===== src/rtl/lin_stat_pkg.sv =====
package lin_stat_pkg;
  typedef enum logic [1:0] {
    LS_SLEEP    = 2'd0,
    LS_WAIT_BRK = 2'd1,
    LS_ACTIVE   = 2'd2,
    LS_OFF      = 2'd3
  } lin_state_e;

  localparam int unsigned NUM_FLAGS = 8;
  localparam int unsigned F_RDA  = 7;
  localparam int unsigned F_PHY  = 6;
  localparam int unsigned F_OVR  = 5;
  localparam int unsigned F_FRM  = 4;
  localparam int unsigned F_BRK  = 3;
  localparam int unsigned F_THE  = 2;
  localparam int unsigned F_TIDL = 1;
  localparam int unsigned F_ABD  = 0;

  localparam logic [NUM_FLAGS-1:0] FLAG_RST      = 8'b0000_0110;
  // 1: set beats clear on collision; 0: clear beats set
  localparam logic [NUM_FLAGS-1:0] FLAG_SET_WINS = 8'b1111_1001;
endpackage


===== src/rtl/lin_break_det.sv =====
module lin_break_det #(
  parameter int unsigned SLEEP_BITS  = 4,
  parameter int unsigned WAIT_BITS   = 11,
  parameter int unsigned ACTIVE_BITS = 10
) (
  input  logic       clk_i,
  input  logic       rst_ni,
  input  logic       rx_i,
  input  logic       bit_tick_i,
  input  logic [1:0] lin_state_i,
  output logic       brk_o
);
  import lin_stat_pkg::*;

  localparam int unsigned MAX_A   = (SLEEP_BITS > WAIT_BITS) ? SLEEP_BITS : WAIT_BITS;
  localparam int unsigned MAX_THR = (MAX_A > ACTIVE_BITS) ? MAX_A : ACTIVE_BITS;
  localparam int unsigned CNT_W   = $clog2(MAX_THR + 1);
  localparam logic [CNT_W-1:0] CNT_MAX = CNT_W'(MAX_THR);

  logic [CNT_W-1:0] cnt_q, cnt_nxt, thr;
  logic             adv;

  always_comb begin
    unique case (lin_state_e'(lin_state_i))
      LS_SLEEP:    thr = CNT_W'(SLEEP_BITS);
      LS_WAIT_BRK: thr = CNT_W'(WAIT_BITS);
      LS_ACTIVE:   thr = CNT_W'(ACTIVE_BITS);
      default:     thr = '0;
    endcase
  end

  // saturate so a long low can never match the threshold twice
  assign adv     = !rx_i && bit_tick_i && (cnt_q != CNT_MAX);
  assign cnt_nxt = cnt_q + 1'b1;

  always_ff @(posedge clk_i or negedge rst_ni) begin
    if (!rst_ni)   cnt_q <= '0;
    else if (rx_i) cnt_q <= '0;
    else if (adv)  cnt_q <= cnt_nxt;
  end

  assign brk_o = adv && (thr != '0) && (cnt_nxt == thr);
endmodule


===== src/rtl/lin_readback_chk.sv =====
module lin_readback_chk (
  input  logic rx_i,
  input  logic tx_bit_i,
  input  logic tx_active_i,
  input  logic mid_bit_i,
  output logic fault_o
);
  assign fault_o = mid_bit_i && tx_active_i && (rx_i != tx_bit_i);
endmodule


===== src/rtl/lin_stat_flag.sv =====
module lin_stat_flag #(
  parameter logic RST_VAL  = 1'b0,
  parameter logic SET_WINS = 1'b1
) (
  input  logic clk_i,
  input  logic rst_ni,
  input  logic set_i,
  input  logic clr_i,
  output logic q_o
);
  logic q_d;

  generate
    if (SET_WINS) begin : g_set_wins
      assign q_d = set_i | (q_o & ~clr_i);
    end else begin : g_clr_wins
      assign q_d = ~clr_i & (set_i | q_o);
    end
  endgenerate

  always_ff @(posedge clk_i or negedge rst_ni) begin
    if (!rst_ni) q_o <= RST_VAL;
    else         q_o <= q_d;
  end
endmodule


===== src/rtl/lin_status_unit.sv =====
module lin_status_unit #(
  parameter int unsigned SLEEP_BITS  = 4,
  parameter int unsigned WAIT_BITS   = 11,
  parameter int unsigned ACTIVE_BITS = 10
) (
  input  logic       clk_i,
  input  logic       rst_ni,
  input  logic       rx_i,
  input  logic       tx_bit_i,
  input  logic       tx_active_i,
  input  logic       mid_bit_i,
  input  logic       bit_tick_i,
  input  logic [1:0] lin_state_i,
  input  logic       rx_done_i,
  input  logic       frame_err_i,
  input  logic       autobaud_done_i,
  input  logic       baud_ovf_i,
  input  logic       tdr_wr_i,
  input  logic       tx_load_i,
  input  logic       tx_done_i,
  input  logic       stat_rd_i,
  input  logic       rdr_rd_i,
  output logic [7:0] status_o
);
  import lin_stat_pkg::*;

  logic                 brk_evt, phy_evt;
  logic [NUM_FLAGS-1:0] set_v, clr_v, flag_q;

  lin_break_det #(
    .SLEEP_BITS (SLEEP_BITS),
    .WAIT_BITS  (WAIT_BITS),
    .ACTIVE_BITS(ACTIVE_BITS)
  ) i_brk (
    .clk_i      (clk_i),
    .rst_ni     (rst_ni),
    .rx_i       (rx_i),
    .bit_tick_i (bit_tick_i),
    .lin_state_i(lin_state_i),
    .brk_o      (brk_evt)
  );

  lin_readback_chk i_rbk (
    .rx_i       (rx_i),
    .tx_bit_i   (tx_bit_i),
    .tx_active_i(tx_active_i),
    .mid_bit_i  (mid_bit_i),
    .fault_o    (phy_evt)
  );

  always_comb begin
    set_v = '0;
    clr_v = '0;
    set_v[F_RDA]  = rx_done_i;
    clr_v[F_RDA]  = rdr_rd_i;
    set_v[F_PHY]  = phy_evt;
    clr_v[F_PHY]  = stat_rd_i | rdr_rd_i;
    set_v[F_OVR]  = (rx_done_i & flag_q[F_RDA] & ~rdr_rd_i) | baud_ovf_i;
    clr_v[F_OVR]  = rdr_rd_i;
    set_v[F_FRM]  = frame_err_i;
    clr_v[F_FRM]  = rdr_rd_i;
    set_v[F_BRK]  = brk_evt;
    clr_v[F_BRK]  = stat_rd_i | rdr_rd_i;
    set_v[F_THE]  = tx_load_i;
    clr_v[F_THE]  = tdr_wr_i;
    set_v[F_TIDL] = tx_done_i;
    clr_v[F_TIDL] = tx_load_i;
    set_v[F_ABD]  = autobaud_done_i | baud_ovf_i;
    clr_v[F_ABD]  = stat_rd_i;
  end

  for (genvar g = 0; g < NUM_FLAGS; g++) begin : g_flag
    lin_stat_flag #(
      .RST_VAL (FLAG_RST[g]),
      .SET_WINS(FLAG_SET_WINS[g])
    ) i_flag (
      .clk_i (clk_i),
      .rst_ni(rst_ni),
      .set_i (set_v[g]),
      .clr_i (clr_v[g]),
      .q_o   (flag_q[g])
    );
  end

  assign status_o = flag_q;
endmodule


===== config.mk =====
export PLATFORM = sky130hd
export DESIGN_NAME = lin_status_unit
export DESIGN_NICKNAME = d
export VERILOG_FILES = /design/src/rtl/lin_stat_pkg.sv /design/src/rtl/lin_break_det.sv /design/src/rtl/lin_readback_chk.sv /design/src/rtl/lin_stat_flag.sv /design/src/rtl/lin_status_unit.sv
export SDC_FILE = /design/constraint.sdc
export NUM_CORES = 1
export LEC_CHECK = 0
export ABC_AREA = 0
export CAP_MARGIN = 40
export CORE_MARGIN = 3
export CORE_UTILIZATION = 45
export CTS_CLUSTER_SIZE = 12
export DETAILED_ROUTE_END_ITERATION = 8
export GPL_TIMING_DRIVEN = 1
export PLACE_DENSITY = 0.82
export SETUP_SLACK_MARGIN = 0.05
export SKIP_CTS_REPAIR_TIMING = 1
export SLEW_MARGIN = 30
export SYNTH_ARGS = -nofsm -noshare
export SYNTH_HDL_FRONTEND = slang
export SYNTH_HIERARCHICAL = 1
export SYNTH_SLANG_ARGS = --single-unit

===== constraint.sdc =====
create_clock -name clk_i -period 2.5 [get_ports clk_i]
set_input_delay 0.5 -clock clk_i [delete_from_list [all_inputs] [get_ports clk_i]]
set_output_delay 0.5 -clock clk_i [all_outputs]
set_load 0.02 [all_outputs]

==> out/qor.yml <==
slew_viol_final: 0
synth.yosys.seq_area_share_pct: 44.6
ant_nets: 0
status: "completed"
p_switching_uw: 119
die_w_um: 44.9
total_leakage_power_uw: 0.000478
syn-num-nets: 89
p_int_uw: 350
cp_slowest_cell: "clkdlybuf4s50_1"
sequentialPowerShare_pct: 45.6
hold_violations: 0
path_cells: "clkdlybuf4s50_1 -> inv_1 -> ha_1 -> or3b_1 -> a21o_1 -> a211oi_2 -> a21o_1"
yosysWarnings: 6
syn_to_final_growth_pct: 44.9
grt_pass1_wl_mm: 2.56
met2WireLength_um: 800
numCtsBuffers: 3
setup_viol: 0
worstSetupPathType: "input port to flip-flop"
dp.cells: 107
min-delay-start: "g_flag[0].i_flag/q_o$_DFF_PN0_"
synth-seq-cells: 12
routedWlPerCell_um: 13.8
synth_edf_count: 0
clk-insertion-delay-late_ns: 0.27
arrival_ns: 2.23
top_layer_used: "met3"
cap_viol_max_count: 0
cts.sinks: 12
r2r-start: "i_brk/cnt_q[0]$_DFFE_PN0P_"
max_freq_mhz: 498
power.density_mw_per_mm2: 476
drive_gt1_share_pct: 9.38
pwr-share-clk_pct: 33.2
cp_common_cell: "a21o_1"
wl_met3_um: 93
core_area_mm2: 0.00135
ys_types: 27
min_period_ns: 2.01
yosys.area.top_type: "dfrtp_1"
io_buffers: 25
cts_buffer_depth: 2
ir_drop_mv: 0.335
diodes: 0
period_share_pct: 80.4
die_y_um: 44.9
crit_family: "buffers and inverters"
synthArstFlopShare_pct: 100
grt_use_total_pct: 17.9
rsz0062_at_grt: "no"
num_vias: 585
p_total_uw: 469
finalInstanceArea_um2: 985
synthTopCellsByArea: "dfrtp_1, a21o_1, dfstp_2, ha_1, inv_1"
io_pins: 26
grt_pass1_vias: 604
htree_num_levels: 1
hp-class: "flip-flop to flip-flop"
synth_common_cells: "dfrtp_1, inv_1, a21o_1, ha_1, nor2_1"
end_kind: "flip-flop"
critPathBufInv: 2
yosys.area.top_type_share_pct: 36.8
switching_share_pct: 25.3
synthMostInstantiatedCell: "dfrtp_1"
cts_tree: "yes"
startpoint: "lin_state_i[0]"
initial_utilization_pct: 50.3
worstMarginPinSlew_ns: 0.544
clk_pin_slew_ns: 0.08
viasPerCell: 5.27
wl_mm: 1.53
cp_max_fo: 4
cts_root_buf: "clkbuf_4"
ys.flop_type: "dfrtp_1"
drt_iter0_drc: 9
dp_hpwl_mm: 1.16
slew_headroom_pct: 63.6
syn_inst: 67
worstPathRequired_ns: 2.72
wl_met1_um: 640
skew_ns: 0.00331
setup-tns-final_ns: 0
rows: 13
avgSynthCellArea_um2: 10.1
gp_congestion: 0.760
antenna_found_initial: 0
die_area_mm2: 0.00201
regToRegSetupSlack_ns: 0.76
synth.cell_area_um2: 679
stdcell_count: 111
grt_max_degree: 13
combPwrFrac_pct: 21.3
cp-start-kind: "input port"
remaining_drc_errors: 0
firstDrtPassIters: 4
nets: 119
dpl-instance-area_um2: 948
overflow: 0
critPathMaxStageDelay_ns: 0.51
[placed cells by master, fill, tap and decap left out, drive strengths merged, types with 3 or more instances in the layout]
cell type      netlist  final
o21ai                3      3
a21o                 7      7
clkdlybuf4s50        0     25
nor2                 4      4
clkbuf               0      4
inv                  9      9
ha                   4      4
dfrtp               10     10
xor2                 3      3
[layout make-up]
type | instances | area [um^2]
flip-flops and latches | 12 | 303
well taps | 15 | 18.8
multi-input cells | 46 | 343
inverters | 9 | 33.8
fillers | 99 | 365
repair buffers | 25 | 250
clock buffers | 4 | 36.3
[sequential cells by signal (all words and copies together) (netlist names)]
signal	count
g_flag.i_flag/q_o	8
i_brk/cnt_q	4
[path summary, 6_finish.rpt]
| check | depth (start not counted) | endpoint |
|---|---|---|
| setup reg to reg | 5 | g_flag[3].i_flag/q_o$_DFF_PN0_ |
| hold / removal | 1 | g_flag[0].i_flag/q_o$_DFF_PN0_ |
| hold reg to reg | 1 | g_flag[0].i_flag/q_o$_DFF_PN0_ |
| min in group asynchronous | 1 | g_flag[3].i_flag/q_o$_DFF_PN0_ |
| max in group asynchronous | 1 | g_flag[1].i_flag/q_o$_DFF_PN1_ |
| setup / recovery | 7 | g_flag[3].i_flag/q_o$_DFF_PN0_ |
[cell families (layout without fill, tap and decap cells)]
family / count (synthesis) / count (layout) / synth area share [%]
AND/OR/NAND/NOR: 20 / 20 / 18.2
buffers and inverters: 9 / 38 / 4.97
flip-flops: 12 / 12 / 44.6
XOR/XNOR: 5 / 5 / 6.45
adder cells (fa/ha/maj): 4 / 4 / 7.37
AO/OA/AOI/OAI: 17 / 17 / 18.4
[metrics by stage]
stage	util [%]	worst slack (ns)	hold slack (ns)
final	72.9	0.491	0.475
after global routing	72.9	0.426	0.502
after CTS	72.9	0.494	0.482
after detailed placement	70.3	0.204	0.464
after global placement	70.3	0.244	0.459
after floorplan	-	0.811	0.204
[power groups by stage]
stage / sequential [uW] / clock [uW] / combinational (uW)
after detailed placement: 217 / 0 / 99.6
final: 214 / 156 / 99.7
after floorplan: 227 / 0 / 32.6
after CTS: 214 / 161 / 101
after global placement: 217 / 0 / 96.7
after global routing: 215 / 172 / 109
[metal layers]
| metal | up-vias | global-route usage, % |
|---|---|---|
| li1 | 290 | - |
| met1 | 278 | 21.1 |
| met2 | 17 | 29.5 |
| met3 | 0 | 6.37 |
| met4 | 0 | 7.02 |
| met5 | - | 0 |
No activity file was read; power rests on OpenSTA's default activity.
